==> src/rtl/sft_pkg.sv <==
`timescale 1ns/1ps
package sft_pkg;
  localparam int CRC_W = 16;
  localparam logic [CRC_W-1:0] CRC_POLY = 16'h1021;
  localparam logic [CRC_W-1:0] CRC_SEED = 16'hFFFF;

  typedef enum logic [2:0] {
    ST_IDLE,
    ST_SYNC,
    ST_DATA,
    ST_CRC,
    ST_TAIL
  } tx_state_e;

  // one serial step of the CRC shift register, MSB-first input
  function automatic logic [CRC_W-1:0] crc_step(input logic [CRC_W-1:0] c, input logic b);
    logic fb;
    fb = c[CRC_W-1] ^ b;
    return {c[CRC_W-2:0], 1'b0} ^ (fb ? CRC_POLY : '0);
  endfunction
endpackage

==> src/rtl/sft_fifo.sv <==
`timescale 1ns/1ps
module sft_fifo #(
  parameter int W     = 8,
  parameter int DEPTH = 8,
  localparam int AW   = (DEPTH > 1) ? $clog2(DEPTH) : 1,
  localparam int CW   = $clog2(DEPTH + 1)
) (
  input  logic          clk,
  input  logic          rst_n,
  input  logic          push,
  input  logic [W-1:0]  push_data,
  input  logic          pop,
  output logic [W-1:0]  head,
  output logic [CW-1:0] count,
  output logic          ovf
);
  logic [W-1:0]  mem [DEPTH];
  logic [AW-1:0] wp_q, wp_d, rp_q, rp_d;
  logic [CW-1:0] cnt_q, cnt_d;
  logic          ovf_q, ovf_d;
  logic          full, push_ok, pop_ok;

  function automatic logic [AW-1:0] ptr_inc(input logic [AW-1:0] p);
    return (p == AW'(DEPTH - 1)) ? '0 : p + AW'(1);
  endfunction

  assign full    = (cnt_q == CW'(DEPTH));
  assign push_ok = push && !full;
  assign pop_ok  = pop && (cnt_q != '0);

  always_comb begin
    wp_d  = push_ok ? ptr_inc(wp_q) : wp_q;
    rp_d  = pop_ok  ? ptr_inc(rp_q) : rp_q;
    ovf_d = ovf_q | (push && full);
    case ({push_ok, pop_ok})
      2'b10:   cnt_d = cnt_q + CW'(1);
      2'b01:   cnt_d = cnt_q - CW'(1);
      default: cnt_d = cnt_q;
    endcase
  end

  always_ff @(posedge clk or negedge rst_n) begin
    if (!rst_n) begin
      wp_q  <= '0;
      rp_q  <= '0;
      cnt_q <= '0;
      ovf_q <= 1'b0;
    end else begin
      wp_q  <= wp_d;
      rp_q  <= rp_d;
      cnt_q <= cnt_d;
      ovf_q <= ovf_d;
    end
  end

  // storage needs no reset: an entry is read only after it was written
  always_ff @(posedge clk) begin
    if (push_ok) mem[wp_q] <= push_data;
  end

  assign head  = mem[rp_q];
  assign count = cnt_q;
  assign ovf   = ovf_q;
endmodule

==> src/rtl/sft_crc16.sv <==
`timescale 1ns/1ps
module sft_crc16 import sft_pkg::*; (
  input  logic             clk,
  input  logic             rst_n,
  input  logic             clr,
  input  logic             adv,
  input  logic             bit_in,
  output logic [CRC_W-1:0] crc_nxt
);
  logic [CRC_W-1:0] crc_q, crc_d;

  assign crc_nxt = crc_step(crc_q, bit_in);

  always_comb begin
    crc_d = crc_q;
    if (clr)      crc_d = CRC_SEED;
    else if (adv) crc_d = crc_nxt;
  end

  always_ff @(posedge clk or negedge rst_n) begin
    if (!rst_n) crc_q <= CRC_SEED;
    else        crc_q <= crc_d;
  end
endmodule

==> src/rtl/sft_tx_ctrl.sv <==
`timescale 1ns/1ps
module sft_tx_ctrl import sft_pkg::*; #(
  parameter int W     = 8,
  parameter int DEPTH = 8,
  localparam int LW   = (DEPTH > 1) ? $clog2(DEPTH) : 1,
  localparam int CW   = $clog2(DEPTH + 1),
  localparam int SHW  = CRC_W,
  localparam int BCW  = $clog2(SHW)
) (
  input  logic             clk,
  input  logic             rst_n,
  input  logic             bit_en,
  input  logic             start,
  input  logic [W-1:0]     cfg_sync,
  input  logic [LW-1:0]    cfg_len,
  input  logic             cfg_crc_en,
  input  logic [CW-1:0]    fifo_count,
  input  logic [W-1:0]     fifo_head,
  output logic             fifo_pop,
  output logic             crc_clr,
  output logic             crc_adv,
  output logic             crc_bit,
  input  logic [CRC_W-1:0] crc_nxt,
  output logic             ser_clk,
  output logic             ser_data,
  output logic             busy
);
  tx_state_e      st_q, st_d;
  logic [BCW-1:0] bcnt_q, bcnt_d;
  logic [LW-1:0]  left_q, left_d, len_q, len_d;
  logic           crcen_q, crcen_d;
  logic [SHW-1:0] sh_q, sh_d;
  logic           sdat_q, sdat_d, sclk_q, sclk_d;
  logic           accept;

  assign accept  = (st_q == ST_IDLE) && start && (fifo_count > CW'(cfg_len));
  assign crc_bit = sh_q[SHW-1];

  always_comb begin
    st_d     = st_q;
    bcnt_d   = bcnt_q;
    left_d   = left_q;
    len_d    = len_q;
    crcen_d  = crcen_q;
    sh_d     = sh_q;
    sdat_d   = sdat_q;
    sclk_d   = 1'b1;
    fifo_pop = 1'b0;
    crc_clr  = 1'b0;
    crc_adv  = 1'b0;
    case (st_q)
      ST_IDLE: begin
        sdat_d = 1'b1;
        if (accept) begin
          st_d    = ST_SYNC;
          sh_d    = SHW'(cfg_sync) << (SHW - W);
          bcnt_d  = BCW'(W - 1);
          len_d   = cfg_len;
          crcen_d = cfg_crc_en;
          crc_clr = 1'b1;
        end
      end
      ST_TAIL: begin
        if (bit_en) begin
          sdat_d = 1'b1;
          st_d   = ST_IDLE;
        end
      end
      default: begin
        if (bit_en) begin
          sdat_d = sh_q[SHW-1];
          sclk_d = 1'b0;
          sh_d   = {sh_q[SHW-2:0], 1'b0};
          bcnt_d = bcnt_q - BCW'(1);
          crc_adv = (st_q == ST_DATA);
          if (bcnt_q == '0) begin
            if (st_q == ST_SYNC) begin
              st_d     = ST_DATA;
              left_d   = len_q;
              fifo_pop = 1'b1;
              sh_d     = SHW'(fifo_head) << (SHW - W);
              bcnt_d   = BCW'(W - 1);
            end else if (st_q == ST_DATA) begin
              if (left_q != '0) begin
                left_d   = left_q - LW'(1);
                fifo_pop = 1'b1;
                sh_d     = SHW'(fifo_head) << (SHW - W);
                bcnt_d   = BCW'(W - 1);
              end else if (crcen_q) begin
                st_d   = ST_CRC;
                sh_d   = crc_nxt;
                bcnt_d = BCW'(CRC_W - 1);
              end else begin
                st_d = ST_TAIL;
              end
            end else begin
              st_d = ST_TAIL;
            end
          end
        end
      end
    endcase
  end

  always_ff @(posedge clk or negedge rst_n) begin
    if (!rst_n) begin
      st_q    <= ST_IDLE;
      bcnt_q  <= '0;
      left_q  <= '0;
      len_q   <= '0;
      crcen_q <= 1'b0;
      sh_q    <= '0;
      sdat_q  <= 1'b1;
      sclk_q  <= 1'b1;
    end else begin
      st_q    <= st_d;
      bcnt_q  <= bcnt_d;
      left_q  <= left_d;
      len_q   <= len_d;
      crcen_q <= crcen_d;
      sh_q    <= sh_d;
      sdat_q  <= sdat_d;
      sclk_q  <= sclk_d;
    end
  end

  assign ser_clk  = sclk_q;
  assign ser_data = sdat_q;
  assign busy     = (st_q != ST_IDLE);
endmodule

==> src/rtl/sync_frame_tx.sv <==
`timescale 1ns/1ps
module sync_frame_tx import sft_pkg::*; #(
  parameter int W     = 8,
  parameter int DEPTH = 8,
  localparam int LW   = (DEPTH > 1) ? $clog2(DEPTH) : 1,
  localparam int CW   = $clog2(DEPTH + 1)
) (
  input  logic          clk,
  input  logic          rst_n,
  input  logic          bit_en,
  input  logic          wr_en,
  input  logic [W-1:0]  wr_data,
  input  logic          cfg_we,
  input  logic [W-1:0]  cfg_sync,
  input  logic [LW-1:0] cfg_len,
  input  logic          cfg_crc_en,
  input  logic          start,
  output logic          ser_clk,
  output logic          ser_data,
  output logic          busy,
  output logic          wr_ovf
);
  logic [1:0]       rs_q;
  logic             rst_i_n;
  logic [W-1:0]     sync_q, sync_d;
  logic [LW-1:0]    len_q, len_d;
  logic             crcen_q, crcen_d;
  logic [CW-1:0]    fifo_count;
  logic [W-1:0]     fifo_head;
  logic             fifo_pop, crc_clr, crc_adv, crc_bit;
  logic [CRC_W-1:0] crc_nxt;

  // reset asserts at once, releases on the clock
  always_ff @(posedge clk or negedge rst_n) begin
    if (!rst_n) rs_q <= '0;
    else        rs_q <= {rs_q[0], 1'b1};
  end
  assign rst_i_n = rs_q[1];

  always_comb begin
    sync_d  = sync_q;
    len_d   = len_q;
    crcen_d = crcen_q;
    if (cfg_we) begin
      sync_d  = cfg_sync;
      len_d   = cfg_len;
      crcen_d = cfg_crc_en;
    end
  end

  always_ff @(posedge clk or negedge rst_i_n) begin
    if (!rst_i_n) begin
      sync_q  <= '0;
      len_q   <= '0;
      crcen_q <= 1'b1;
    end else begin
      sync_q  <= sync_d;
      len_q   <= len_d;
      crcen_q <= crcen_d;
    end
  end

  sft_fifo #(.W(W), .DEPTH(DEPTH)) u_fifo (
    .clk       (clk),
    .rst_n     (rst_i_n),
    .push      (wr_en),
    .push_data (wr_data),
    .pop       (fifo_pop),
    .head      (fifo_head),
    .count     (fifo_count),
    .ovf       (wr_ovf)
  );

  sft_crc16 u_crc (
    .clk     (clk),
    .rst_n   (rst_i_n),
    .clr     (crc_clr),
    .adv     (crc_adv),
    .bit_in  (crc_bit),
    .crc_nxt (crc_nxt)
  );

  sft_tx_ctrl #(.W(W), .DEPTH(DEPTH)) u_ctrl (
    .clk        (clk),
    .rst_n      (rst_i_n),
    .bit_en     (bit_en),
    .start      (start),
    .cfg_sync   (sync_q),
    .cfg_len    (len_q),
    .cfg_crc_en (crcen_q),
    .fifo_count (fifo_count),
    .fifo_head  (fifo_head),
    .fifo_pop   (fifo_pop),
    .crc_clr    (crc_clr),
    .crc_adv    (crc_adv),
    .crc_bit    (crc_bit),
    .crc_nxt    (crc_nxt),
    .ser_clk    (ser_clk),
    .ser_data   (ser_data),
    .busy       (busy)
  );
endmodule

==> config.mk <==
export PLATFORM = sky130hd
export DESIGN_NAME = sync_frame_tx
export DESIGN_NICKNAME = d
export VERILOG_FILES = /design/src/rtl/sft_pkg.sv /design/src/rtl/sft_fifo.sv /design/src/rtl/sft_crc16.sv /design/src/rtl/sft_tx_ctrl.sv /design/src/rtl/sync_frame_tx.sv
export SDC_FILE = /design/constraint.sdc
export NUM_CORES = 1
export LEC_CHECK = 0
export ABC_AREA = 1
export BUFFER_PORTS_ARGS = -buffer_cell sky130_fd_sc_hd__buf_2
export CORE_ASPECT_RATIO = 1.75
export CORE_MARGIN = 5
export CORE_UTILIZATION = 40
export CTS_CLUSTER_SIZE = 30
export DETAILED_ROUTE_END_ITERATION = 6
export GPL_ROUTABILITY_DRIVEN = 0
export PLACE_DENSITY = 0.55
export SLEW_MARGIN = 5
export SYNTH_ARGS = -nofsm -noshare
export SYNTH_HDL_FRONTEND = slang
export SYNTH_HIERARCHICAL = 1
export SYNTH_SLANG_ARGS = --single-unit
==> constraint.sdc <==
create_clock -name clk -period 4.5 [get_ports clk]
set_input_delay 0.9 -clock clk [delete_from_list [all_inputs] [get_ports clk]]
set_output_delay 0.9 -clock clk [all_outputs]
set_load 0.01 [all_outputs]
==> metrics <==
final setup fails=0; synth-to-layout area growth=11.6%; TritonCTS clock tree=built; Pins Over Slew Limit=0; CP Cell Sequence=inv_1 -> ha_1 -> nand3_1 -> inv_1 -> nand2_4 -> nor2_4 -> nand2_1 -> inv_2 -> ha_1 -> nand2_1 -> inv_1 -> nor2_1 -> ha_1 -> a21oi_1 -> xor2_1 -> o21ai_1; hpwl dp=10.7 mm; FP Rows=62; r2r setup slk=1.59 ns; Syn Area/Cell=9.44 sq um; arrival time of the worst setup path=3.21 ns; later-pin clock latency in the skew report=0.41 ns; Post-Layout Cell Count=959; max-cap violations=0; routed vias/inst=4.97; CP max FO=12; worst hold path class=in2async; number of synthesized flops with an enable pin=64; largest net degree at the start of global routing=38; critical path launch point=u_ctrl/bcnt_q[0]$_DFFE_PN0P_; # placed instances=927; Sw Share=40.1%; Root Buffer=clkbuf_16; crit share post-route=64.8%; register area share after synthesis=56.6%; worst path bufs/invs=4; Required @ worst endpoint=4.80 ns; final design utilization=45.2%; relative slew slack=23.8%; Residual DRC=0; first drt pass iteration count=4; Layout Nets=761; Final Skew=0.0137 ns; FF-to-FF Start=u_ctrl/bcnt_q[0]$_DFFE_PN0P_; Clock Tree Buf Depth=2; worst-margin pin slew=1.14 ns; combinational share of power=34.8%; status=finished, final reports clean; die area=0.0195 sq mm; distinct cell type count after synthesis=40; wire per inst=15.8 microns; clock sinks=137; first-pass GRT wire length=24.4 mm; count of antenna-violating nets left after detailed routing=0; Inserted Clock Buffers=17; P_sw=2000 uW; Flop pwr share=37.5%; worst-case reg-to-reg path depth=16; cell family with most CP delay=simple AND/OR/NAND/NOR gates; internal power=2980 uW; Clk pwr share=27.7%; Via Count=4,771; Max H-tree Level=4; Mapped Cells=706; Initial Utilization=40.5%; global route total overflow=0; pwr dens=670 mW/mm^2; mapped cell area=0.00667 sq mm; Final min period=2.91 ns; RSZ-0062 raised after global routing=false; post_cts resized=0; initial antenna violation count=0; Horiz. Die Dim=108 microns; Final Hold Viols=0; Setup TNS=0 ns; Syn Nets=745; layout cells sized above 1=19.5%; synthesized flop and latch total=137; post-CTS setup buffers=0; antenna diode count=0; I/O Buffers=29; Die H=181 microns; DRT Wirelength=15.2 mm; top_reg_cell synth=edfxtp_1; CTS Hold Bufs=0; Tot GR Track Use=16.2%; IO Pins=30; CTS clk-pin slew, worst paths=0.07 ns; Core Region=0.0164 sq mm; Critical Path Start Type=register; worst r2r dst=u_fifo/count[2]$_DFFE_PN0P_; Lkg Pwr=0.00334 uW; kind of critical path=reg2reg; number of global-route vias before repair=4,935; Max stage delay on crit path=0.38 ns; synthesis warning total=6; highest clock rate=343 MHz; Async SR Flop Fraction=53.3%; drt initial violations=204; crit end category=register; Max VDD drop=0.294 mV; slowest stage cell, crit path=dfrtp_1
-- worst reg2reg max path, stage by stage, from the launching register on --
cell and delay, ns:
dfrtp_1 0.38, inv_1 0.10, ha_1 0.20, nand3_1 0.14, inv_1 0.37, nand2_4 0.19
nor2_4 0.20, nand2_1 0.12, inv_2 0.12, ha_1 0.22, nand2_1 0.07, inv_1 0.08
nor2_1 0.06, ha_1 0.18, a21oi_1 0.16, xor2_1 0.16, o21ai_1 0.07
-- per-stage QoR --
stage | cell area, sq um | total power, uW | worst slack, ns | hold WS [ns]
floorplan | 6670 | 3230 | 2.12 | 0.331
global placement | 6860 | 3570 | 1.81 | 0.339
detailed placement | 6860 | 3630 | 1.66 | 0.343
CTS | 7440 | 5040 | 1.63 | 0.231
global route | 7440 | 5320 | 1.40 | 0.231
finish | 7440 | 4980 | 1.59 | 0.254
-- state kept, by name, summed over array words and instances, names as in the netlist --
| signal | count |
|---|---|
| u_fifo/mem | 64 |
| u_crc/crc_q | 16 |
| u_ctrl/sh_q | 16 |
| sync_q | 8 |
| u_ctrl/bcnt_q | 4 |
| u_fifo/count | 4 |
| len_q | 3 |
| u_ctrl/left_q | 3 |
| u_ctrl/len_q | 3 |
| u_ctrl/st_q | 3 |
| u_fifo/rp_q | 3 |
| u_fifo/wp_q | 3 |
| rs_q | 2 |
| crcen_q | 1 |
| u_ctrl/crcen_q | 1 |
| u_ctrl/ser_clk | 1 |
| u_ctrl/ser_data | 1 |
| u_fifo/ovf | 1 |
-- layout by cell type, fill, tap and decap left out, drive strengths merged, types with 13 or more instances in the layout --
cell type,n
buf,31
clkbuf,17
dfrtp,54
dfstp,19
edfxtp,64
ha,13
inv,99
nand2,153
nand3,54
nor2,76
o21ai,76
or2,22
-- cells in the mapped netlist, types with 3 or more instances --
library cell / count / area [sq um]
nand2_4: 3 / 33.8
nand4_1: 12 / 75.1
a22oi_1: 3 / 22.5
o21ai_1: 47 / 235
buf_4: 19 / 143
inv_2: 10 / 37.5
inv_1: 80 / 300
nor3_1: 3 / 15.0
or2_2: 20 / 125
o211ai_1: 3 / 22.5
xnor2_1: 3 / 26.3
ha_1: 13 / 163
buf_2: 7 / 35.0
buf_6: 6 / 67.6
xor2_1: 3 / 26.3
nand2_1: 148 / 556
nor2_2: 7 / 43.8
a21oi_1: 4 / 20.0
edfxtp_1: 64 / 1920
dfstp_2: 19 / 499
a22oi_2: 9 / 113
dfrtp_1: 54 / 1350
nand3_1: 51 / 255
nor2_1: 67 / 251
o21ai_0: 28 / 140
-- worst max path at each step --
stage / endpoint / slack, ns / depth (start not counted)
after floorplan: u_fifo/count[2]$_DFFE_PN0P_ / 2.12 / 17
after global placement: u_fifo/count[2]$_DFFE_PN0P_ / 1.81 / 16
after detailed placement: u_fifo/count[2]$_DFFE_PN0P_ / 1.66 / 16
after CTS: u_fifo/count[2]$_DFFE_PN0P_ / 1.63 / 16
after global routing: u_fifo/count[2]$_DFFE_PN0P_ / 1.40 / 16
final: u_fifo/count[2]$_DFFE_PN0P_ / 1.59 / 16
-- layout make-up --
cell class	count	area, sq um
timing repair buffer	31	160
tap	224	280
clock inverter	15	156
multi-input combinational	445	2300
sequential	137	3770
inverter	90	338
fill	1636	9010
clock buffer	17	425
-- layer usage --
layer | GRT usage (%) | vias up | part of all wire, %
li1 | - | 2339 | -
met1 | 16.7 | 2331 | 38
met2 | 31.1 | 72 | 57
met3 | 2.89 | 29 | 2.3
met4 | 6.62 | 0 | 2.6
met5 | 0 | - | 0
-- power groups by stage --
| stage | Combinational (uW) | Sequential, uW | Clock [uW] |
|---|---|---|---|
| finish | 1730 | 1870 | 1380 |
| global route | 1950 | 1910 | 1470 |
| CTS | 1740 | 1870 | 1420 |
| detailed placement | 1730 | 1890 | 0 |
| global placement | 1680 | 1880 | 0 |
| floorplan | 1430 | 1800 | 0 |
-- cells by family (layout without fill, tap and decap cells) --
| family | Yosys count | after routing | synth area share [%] |
|---|---|---|---|
| simple gates | 322 | 322 | 21.8 |
| other cells | 1 | 1 | 0.0562 |
| fa+ha+maj | 13 | 13 | 2.44 |
| buf+inv | 124 | 153 | 8.86 |
| flops | 137 | 137 | 56.6 |
| xor+xnor | 6 | 6 | 0.788 |
| compound gates | 103 | 103 | 9.50 |
(Power assumes the default switching activity.)
